**config.mk**
```make
export PLATFORM = sky130hd
export DESIGN_NAME = gf16_alu
export DESIGN_NICKNAME = d
export VERILOG_FILES = /design/src/rtl/gf16_pkg.sv /design/src/rtl/gf16_mul.sv /design/src/rtl/gf16_inv.sv /design/src/rtl/gf16_sqlam.sv /design/src/rtl/gf16_alu.sv
export SDC_FILE = /design/constraint.sdc
export NUM_CORES = 1
export LEC_CHECK = 0
export ABC_AREA = 1
export BUFFER_PORTS_ARGS = -buffer_cell sky130_fd_sc_hd__buf_2
export CELL_PAD_IN_SITES_DETAIL_PLACEMENT = 1
export CELL_PAD_IN_SITES_GLOBAL_PLACEMENT = 1
export CORE_ASPECT_RATIO = 1.25
export CORE_MARGIN = 1.5
export CORE_UTILIZATION = 33
export CTS_BUF_LIST = sky130_fd_sc_hd__clkbuf_2 sky130_fd_sc_hd__clkbuf_4 sky130_fd_sc_hd__clkbuf_8
export DETAILED_ROUTE_END_ITERATION = 8
export PLACE_DENSITY_LB_ADDON = 0.1
export SETUP_SLACK_MARGIN = 0.5
export SYNTH_ARGS = -nofsm -noshare
export SYNTH_HDL_FRONTEND = slang
export SYNTH_SLANG_ARGS = --single-unit
```
**constraint.sdc**
```tcl
create_clock -name clk -period 1.48 [get_ports clk]
set_clock_uncertainty 0.1 [all_clocks]
set_input_delay 0.148 -clock clk [delete_from_list [all_inputs] [get_ports clk]]
set_output_delay 0.148 -clock clk [all_outputs]
set_load 0.03 [all_outputs]
```
**src/rtl/gf16_pkg.sv**
```systemverilog
package gf16_pkg;

    localparam int        FIELD_W  = 4;
    localparam int        PROD_W   = 2 * FIELD_W - 1;
    localparam logic [FIELD_W:0] FIELD_POLY = 5'b10011;   // x^4 + x + 1
    localparam logic [FIELD_W-1:0] LAMBDA   = 4'b1110;    // x^3 + x^2 + x

    typedef logic [FIELD_W-1:0] gf_t;

    typedef enum logic [1:0] {
        OP_MUL  = 2'b00,
        OP_INV  = 2'b01,
        OP_SQL  = 2'b10,
        OP_PASS = 2'b11
    } gf_op_e;

    typedef struct packed {
        gf_op_e op;
        gf_t    a;
        gf_t    b;
    } gf_req_t;

    typedef struct packed {
        logic valid;
        gf_t  value;
    } gf_rsp_t;

    // Squaring is linear in characteristic 2:
    // (a0 + a1x + a2x^2 + a3x^3)^2 = a0 + a1x^2 + a2(x+1) + a3(x^3+x^2)
    function automatic gf_t gf_square(input gf_t q);
        gf_t s;
        s[0] = q[0] ^ q[2];
        s[1] = q[2];
        s[2] = q[1] ^ q[3];
        s[3] = q[3];
        return s;
    endfunction

endpackage

```
**src/rtl/gf16_mul.sv**
```systemverilog
module gf16_mul #(
    parameter int              W    = gf16_pkg::FIELD_W,
    parameter logic [W:0]      POLY = gf16_pkg::FIELD_POLY
) (
    input  logic [W-1:0] a,
    input  logic [W-1:0] b,
    output logic [W-1:0] p
);
    localparam int PW = 2 * W - 1;

    logic [PW-1:0] partial [W];
    logic [PW-1:0] wide;

    // one shifted copy of a for every set bit of b
    for (genvar i = 0; i < W; i++) begin : g_pp
        assign partial[i] = b[i] ? (PW'(a) << i) : '0;
    end

    always_comb begin
        wide = '0;
        for (int k = 0; k < W; k++) begin
            wide = wide ^ partial[k];
        end
        // fold the high terms down, highest degree first
        for (int k = PW - 1; k >= W; k--) begin
            if (wide[k]) begin
                wide = wide ^ (PW'(POLY) << (k - W));
            end
        end
        p = wide[W-1:0];
    end

endmodule

```
**src/rtl/gf16_inv.sv**
```systemverilog
module gf16_inv
    import gf16_pkg::*;
(
    input  gf_t a,
    output gf_t y
);
    always_comb begin
        unique case (a)
            4'h0: y = 4'h0;
            4'h1: y = 4'h1;
            4'h2: y = 4'h9;
            4'h3: y = 4'he;
            4'h4: y = 4'hd;
            4'h5: y = 4'hb;
            4'h6: y = 4'h7;
            4'h7: y = 4'h6;
            4'h8: y = 4'hf;
            4'h9: y = 4'h2;
            4'ha: y = 4'hc;
            4'hb: y = 4'h5;
            4'hc: y = 4'ha;
            4'hd: y = 4'h4;
            4'he: y = 4'h3;
            default: y = 4'h8;
        endcase
    end

endmodule

```
**src/rtl/gf16_sqlam.sv**
```systemverilog
module gf16_sqlam
    import gf16_pkg::*;
(
    input  gf_t q,
    output gf_t y
);
    gf_t sq;

    assign sq = gf_square(q);

    gf16_mul #(
        .W    (FIELD_W),
        .POLY (FIELD_POLY)
    ) i_cmul (
        .a (sq),
        .b (LAMBDA),
        .p (y)
    );

endmodule

```
**src/rtl/gf16_alu.sv**
```systemverilog
module gf16_alu
    import gf16_pkg::*;
#(
    parameter bit REGISTERED = 1'b1
) (
    input  logic       clk,
    input  logic       rst,
    input  logic       in_valid,
    input  logic [1:0] op,
    input  logic [3:0] opa,
    input  logic [3:0] opb,
    output logic [3:0] res,
    output logic       out_valid
);
    gf_req_t req;
    gf_t     mul_y;
    gf_t     inv_y;
    gf_t     sql_y;
    gf_rsp_t rsp_d;

    assign req.op = gf_op_e'(op);
    assign req.a  = opa;
    assign req.b  = opb;

    gf16_mul #(
        .W    (FIELD_W),
        .POLY (FIELD_POLY)
    ) i_mul (
        .a (req.a),
        .b (req.b),
        .p (mul_y)
    );

    gf16_inv i_inv (
        .a (req.a),
        .y (inv_y)
    );

    gf16_sqlam i_sql (
        .q (req.a),
        .y (sql_y)
    );

    always_comb begin
        rsp_d.valid = in_valid;
        unique case (req.op)
            OP_MUL:  rsp_d.value = mul_y;
            OP_INV:  rsp_d.value = inv_y;
            OP_SQL:  rsp_d.value = sql_y;
            default: rsp_d.value = req.a;
        endcase
    end

    if (REGISTERED) begin : g_reg
        gf_rsp_t rsp_q;

        always_ff @(posedge clk) begin
            if (rst) begin
                rsp_q <= '0;
            end else begin
                rsp_q.valid <= rsp_d.valid;
                if (rsp_d.valid) begin
                    rsp_q.value <= rsp_d.value;
                end
            end
        end

        assign res       = rsp_q.value;
        assign out_valid = rsp_q.valid;
    end else begin : g_comb
        assign res       = rsp_d.value;
        assign out_valid = rsp_d.valid;
    end

endmodule

```
== Yosys cells after proc, flatten, opt, wreduce, memory -nomap -nowiden ==
Memories as Yosys holds them, arrays and structs flattened.
Cells that the tools add are included.

* Register bits: 5
* RAM bits: 0
* Memories: 1
* Word-level logic and storage cells: 30
* Bits in read-only memories: 64
* Input bits: 13
* Latch bits: 0
* Output and inout bits: 5

{| class="wikitable"
|+ Memories
! memory !! depth !! width !! rd ports !! clocked after memory_dff !! wr ports !! RTL line !! RTL
|-
| (name not given) || 16 || 4 || 1 || 0 || 0 || gf16_inv.sv:8 || <nowiki>unique case (a)</nowiki>
|}

* Div/mod/pow operators: 0
* Bitwise logic cells: 13
* Multiply operators: 0
* Equality and inequality tests: 2
* Add/sub/neg operators: 0
* Reduce and logical (&&, ||, !) cells: 1
* Muxes and demuxes: 11
* Shift-type cells: 0
* Order comparisons: 0

{| class="wikitable"
|+ Operators with widths
! kind !! number
|-
| 7-bit bitwise XOR || 3
|-
| 4-bit two-way mux || 3
|-
| 2-bit NOT || 6
|-
| 4-bit one-hot mux with 3 select lines || 1
|-
| 7-bit two-way mux || 1
|-
| 6-bit by 7-bit bitwise XOR with 7-bit output || 1
|-
| 3-bit two-way mux || 2
|-
| 6-bit two-way mux || 1
|-
| 5-bit by 6-bit bitwise XOR with 6-bit output || 1
|-
| 5-bit two-way mux || 1
|-
| 2-bit two-way mux || 2
|-
| 2-bit by 1-bit == test with 1-bit output (second input constant) || 1
|-
| 2-bit == test (second input constant) || 1
|-
| 2-bit logical NOT || 1
|-
| 1-bit bitwise XOR || 2
|}

== Longest topological paths before layout ==
* Word-level depth: 11
* Mapped depth: 12
* Gate-level depth less buffers: 11

== Hierarchy ==
A second synthesis with hierarchy kept.

* Cells, all modules: 265
* Area, all modules: 1278.7 um^2

{| class="wikitable"
|+ By module, submodules not included
! module !! area an instance (um^2) !! sequential area each (um^2) !! cells each !! times used
|-
| gf16_mul || 330.3 || 0.0 || 80 || 2
|-
| gf16_alu || 319.1 || 100.1 || 49 || 1
|-
| gf16_inv || 254.0 || 0.0 || 44 || 1
|-
| gf16_sqlam || 45.0 || 0.0 || 12 || 1
|}

== Worst setup path before layout ==
Ideal clock, no wire load.

* Kind: input to register
* Start point: in opa[0]
* End point: reg g_reg.rsp_q, in the netlist res[3]
* Library setup time: 0.070 ns
* Slack: 0.055 ns
* Arrival: 1.255 ns
* Stages on the path: 10
* Required time: 1.310 ns
* Buffers on the path: 1
* Path through: buf_2 inv_1 ha_1 o21ai_0 nor2_1 a21oi_1 a21boi_0 nand2_1 nand2_1 a21oi_1

* Word-level cells in the longest chain between the ends: 5
* Elaborated cells on any way between the ends: 10
* Those cells by class: 4 x mux; 5 x bitwise; 1 x memory

{| class="wikitable"
|+ Ends and longest elaborated chain
! element !! RTL line !! RTL
|-
| from (decl) || gf16_alu.sv:10 || <nowiki>input logic [3:0] opa,</nowiki>
|-
| branches (longest 4 deep; another with memory 16 x 4 bit) || n/a ||
|-
| 4-bit one-hot mux with 3 select lines (*) || gf16_alu.sv:46 || <nowiki>unique case (req.op)</nowiki>
|-
| to (decl) || gf16_alu.sv:55 || <nowiki>gf_rsp_t rsp_q;</nowiki>
|}

Mark *: on every way between the ends.
A chain may end at the register's enable or synchronous reset.

== Worst setup path in the final report ==
* Start point: in opa[1]
* End point: reg g_reg.rsp_q, in the netlist res[3]

* Word-level cells in the longest chain between the ends: 6
* Elaborated cells on any way between the ends: 12
* Those cells by class: 4 x mux; 7 x bitwise; 1 x memory

{| class="wikitable"
|+ Ends and longest elaborated chain
! element !! RTL line
|-
| branches (longest 5 deep; another with memory 16 x 4 bit) || n/a
|-
| 4-bit one-hot mux with 3 select lines (*) || gf16_alu.sv:46
|}

Marks and branches as above.

==> impl_metrics.toml <==
[status]
status = "completed"

[flow_run]
drv_cap = 0

[logic_synthesis]
ys_seq_area_share_pct = 11.6
yosys-top-cells-count = "69 x nand2_1, 19 x inv_1, 17 x nand3_1, 13 x a21oi_1, 13 x nor2_1"
synth_edf_count = 0
synth.avg_cell_area_sq_um = 5.24
syn_inst = 164
synth_most_common_cell = "nand2_1"
synth_fp_nets = 183
syn-cell-area_sq_um = 860
synth_area_leader_cell = "nand2_1"
synth_top_area_share_pct = 30.1
synthArstFlopShare_pct = 0
synth_area_leaders = "nand2_1 30%, dfxtp_1 12%, nand3_1 9.9%, ha_1 8.7%, inv_1 8.3%"
ys_types = 21
ys_seq_elements = 5
synth_warnings = 0
yosys_most_used_dff = "dfxtp_1"

[critical_path]
reg2reg_from = "res[2]"
cp_max_fo = 7
slowest_stage = "ha_4"
cp_slowest_stage_delay_ps = 200
crit_type = "primary input to flip-flop"
reg2reg_to = "res[2]"
ff2ff_setup_slack_ps = 710
reg2regPathDepth = 3
critical_path_arrival_ps = 1230
crit_required_ps = 1540
start_kind = "primary input"
worst_setup_path_end_kind = "flip-flop"
crit_chain = "buf_12 -> inv_8 -> ha_4 -> o21ai_2 -> nor2_1 -> a21oi_1 -> a21boi_1 -> nand2_1 -> nand2_1 -> a21oi_1"

[min_path]
hp-class = "primary input to flip-flop"
holdPathStages = 2
min_to = "res[1]"
min_from = "rst"

[pwr]
power_density_nw_per_um2 = 553
peakVddDrop_v = 0.000578
leakagePower_uw = 0.000684

[routing]
ant_nets = 0
routed_wl_um = 2920
drc = 0
wire_per_inst_um = 13.0
vias_per_cell = 4.88
vias = 1092
first_pass_iters = 4
drt-initial-drc-count = 12

[place]
place_ws_ps = -98.9
place_congestion = 0.857
dp.cells = 213
dp_hpwl_um = 2140
numPortBuffers = 17

[grt]
overflow = 0
antenna_found_initial = 0
grt_max_degree = 13
grt_pass1_wl_um = 5090
grt_pass1_vias = 1178
track_usage_pct = 22.1

[clock_tree]
clockBufferDepth = 2
cts.clk_slew.worst_paths_ps = 50
cts_buffers = 3
hold_buffers = 0
cts-root-buf = "clkbuf_4"
clock_latency_ps = 250
clock-sinks = 5
htree_levels = 1
cts_tree = "done"

[timing]
rsz0062_at_grt = "true"
worst_pin_slew_ps = 305
relSlewSlack_pct = 79.6
timing.final.hold_violations = 0
slew_viol_final = 0
max_freq_mhz = 860
worst_slack_ps = 318
post-route-period-util_pct = 78.5
layout_min_cycle_time_ps = 1160
setup_viol = 0

[floorplan]
dieArea_sq_um = 2920
die_width_um = 48.7
num_rows = 20
io_pins = 18
fp.coreArea_sq_um = 2450
die_y_um = 60.1
start_util_pct = 35.1

[layout]
diodes = 0
fin_cells = 224
drive_gt1_share_pct = 33.5
nFillCells = 364
syn2layout_area_growth_pct = 50.2
nets = 211
finish.utilization_pct = 52.7
-- logic make-up (layout without fill, tap and decap cells) --
kind of cell,after synthesis,in the layout,synth area share [%]
fa+ha+maj,6,6,8.73
flops,5,5,11.6
compound gates,21,21,13.1
simple gates,102,102,47.9
xor+xnor,5,5,5.10
buf+inv,25,52,13.5
-- per-layer routing --
metal	routed length [um]	vias up	global-route usage (%)
met5	0	-	0
met4	17	0	5.31
met3	45	2	3.25
met2	1650	14	45.8
met1	1200	505	23.1
li1	-	571	-
-- timing repair --
item / CTS / global route
setup buffers: 6 / 1
hold endpoints to repair: 0 / 0
setup endpoints to repair: 9 / 8
resized for setup: 36 / 26
pin swaps: 11 / 5
-- metrics by stage --
step           TNS (ps)  instance area, sq um  total power (uW)  hold slack (ps)
2_1_floorplan         0                   906               364              117
5_1_grt               0                  1290               775             44.7
3_5_place_dp       -159                  1000               444              284
3_3_place_gp      -76.3                  1000               434              274
4_1_cts               0                  1200               685             13.8
6_report              0                  1290               714             39.2
-- worst max-delay path: cells and delay by family --
family / cells / cell delay (ps)
AO/OA/AOI/OAI: 4 / 500
adder cells (fa/ha/maj): 1 / 200
buffers and inverters: 2 / 190
AND/OR/NAND/NOR: 3 / 200
-- worst max-delay path by stage --
stage	endpoint	start	slack [ps]
2_1_floorplan	res[0]	opa[1]	230
3_3_place_gp	res[3]	opa[1]	-40
3_5_place_dp	res[3]	opa[1]	-100
4_1_cts	res[3]	opa[1]	380
5_1_grt	res[0]	opa[1]	230
6_report	res[3]	opa[1]	320
-- placed cells by master, fill, tap and decap left out, drive strengths merged --
master	synthesis	final
nand3	17	17
a21oi	13	13
or2	1	1
buf	3	25
nand4	1	1
xor2	2	2
xnor2	3	3
clkinv	2	2
dfxtp	5	5
o211ai	2	2
nand2	69	69
a21boi	1	1
o21ai	5	5
clkbuf	1	6
ha	6	6
inv	19	19
nor2	14	14
-- flip-flops by register name, summed over array words and instances, names as in the netlist --
signal / flops
out_valid: 1
res: 4
-- area by class of cell --
| class | instances | area, sq um | share of cell area (%) |
|---|---|---|---|
| Inverter | 21 | 93.8 | 7.27 |
| Multi-Input combinational cell | 134 | 771 | 59.7 |
| Clock buffer | 4 | 30.0 | 2.33 |
| Timing Repair Buffer | 27 | 250 | 19.4 |
| Sequential cell | 5 | 105 | 8.14 |
| Tap cell | 33 | 41.3 | 3.20 |
-- where the power goes --
group,total [uW],switching (uW),leakage (uW),internal [uW]
combinational,380,219,0.000623,161
sequential,153,6.64,0.0000427,147
clock,180,59.6,0.0000184,120
Note: power is estimated with default switching activity, not from simulation.
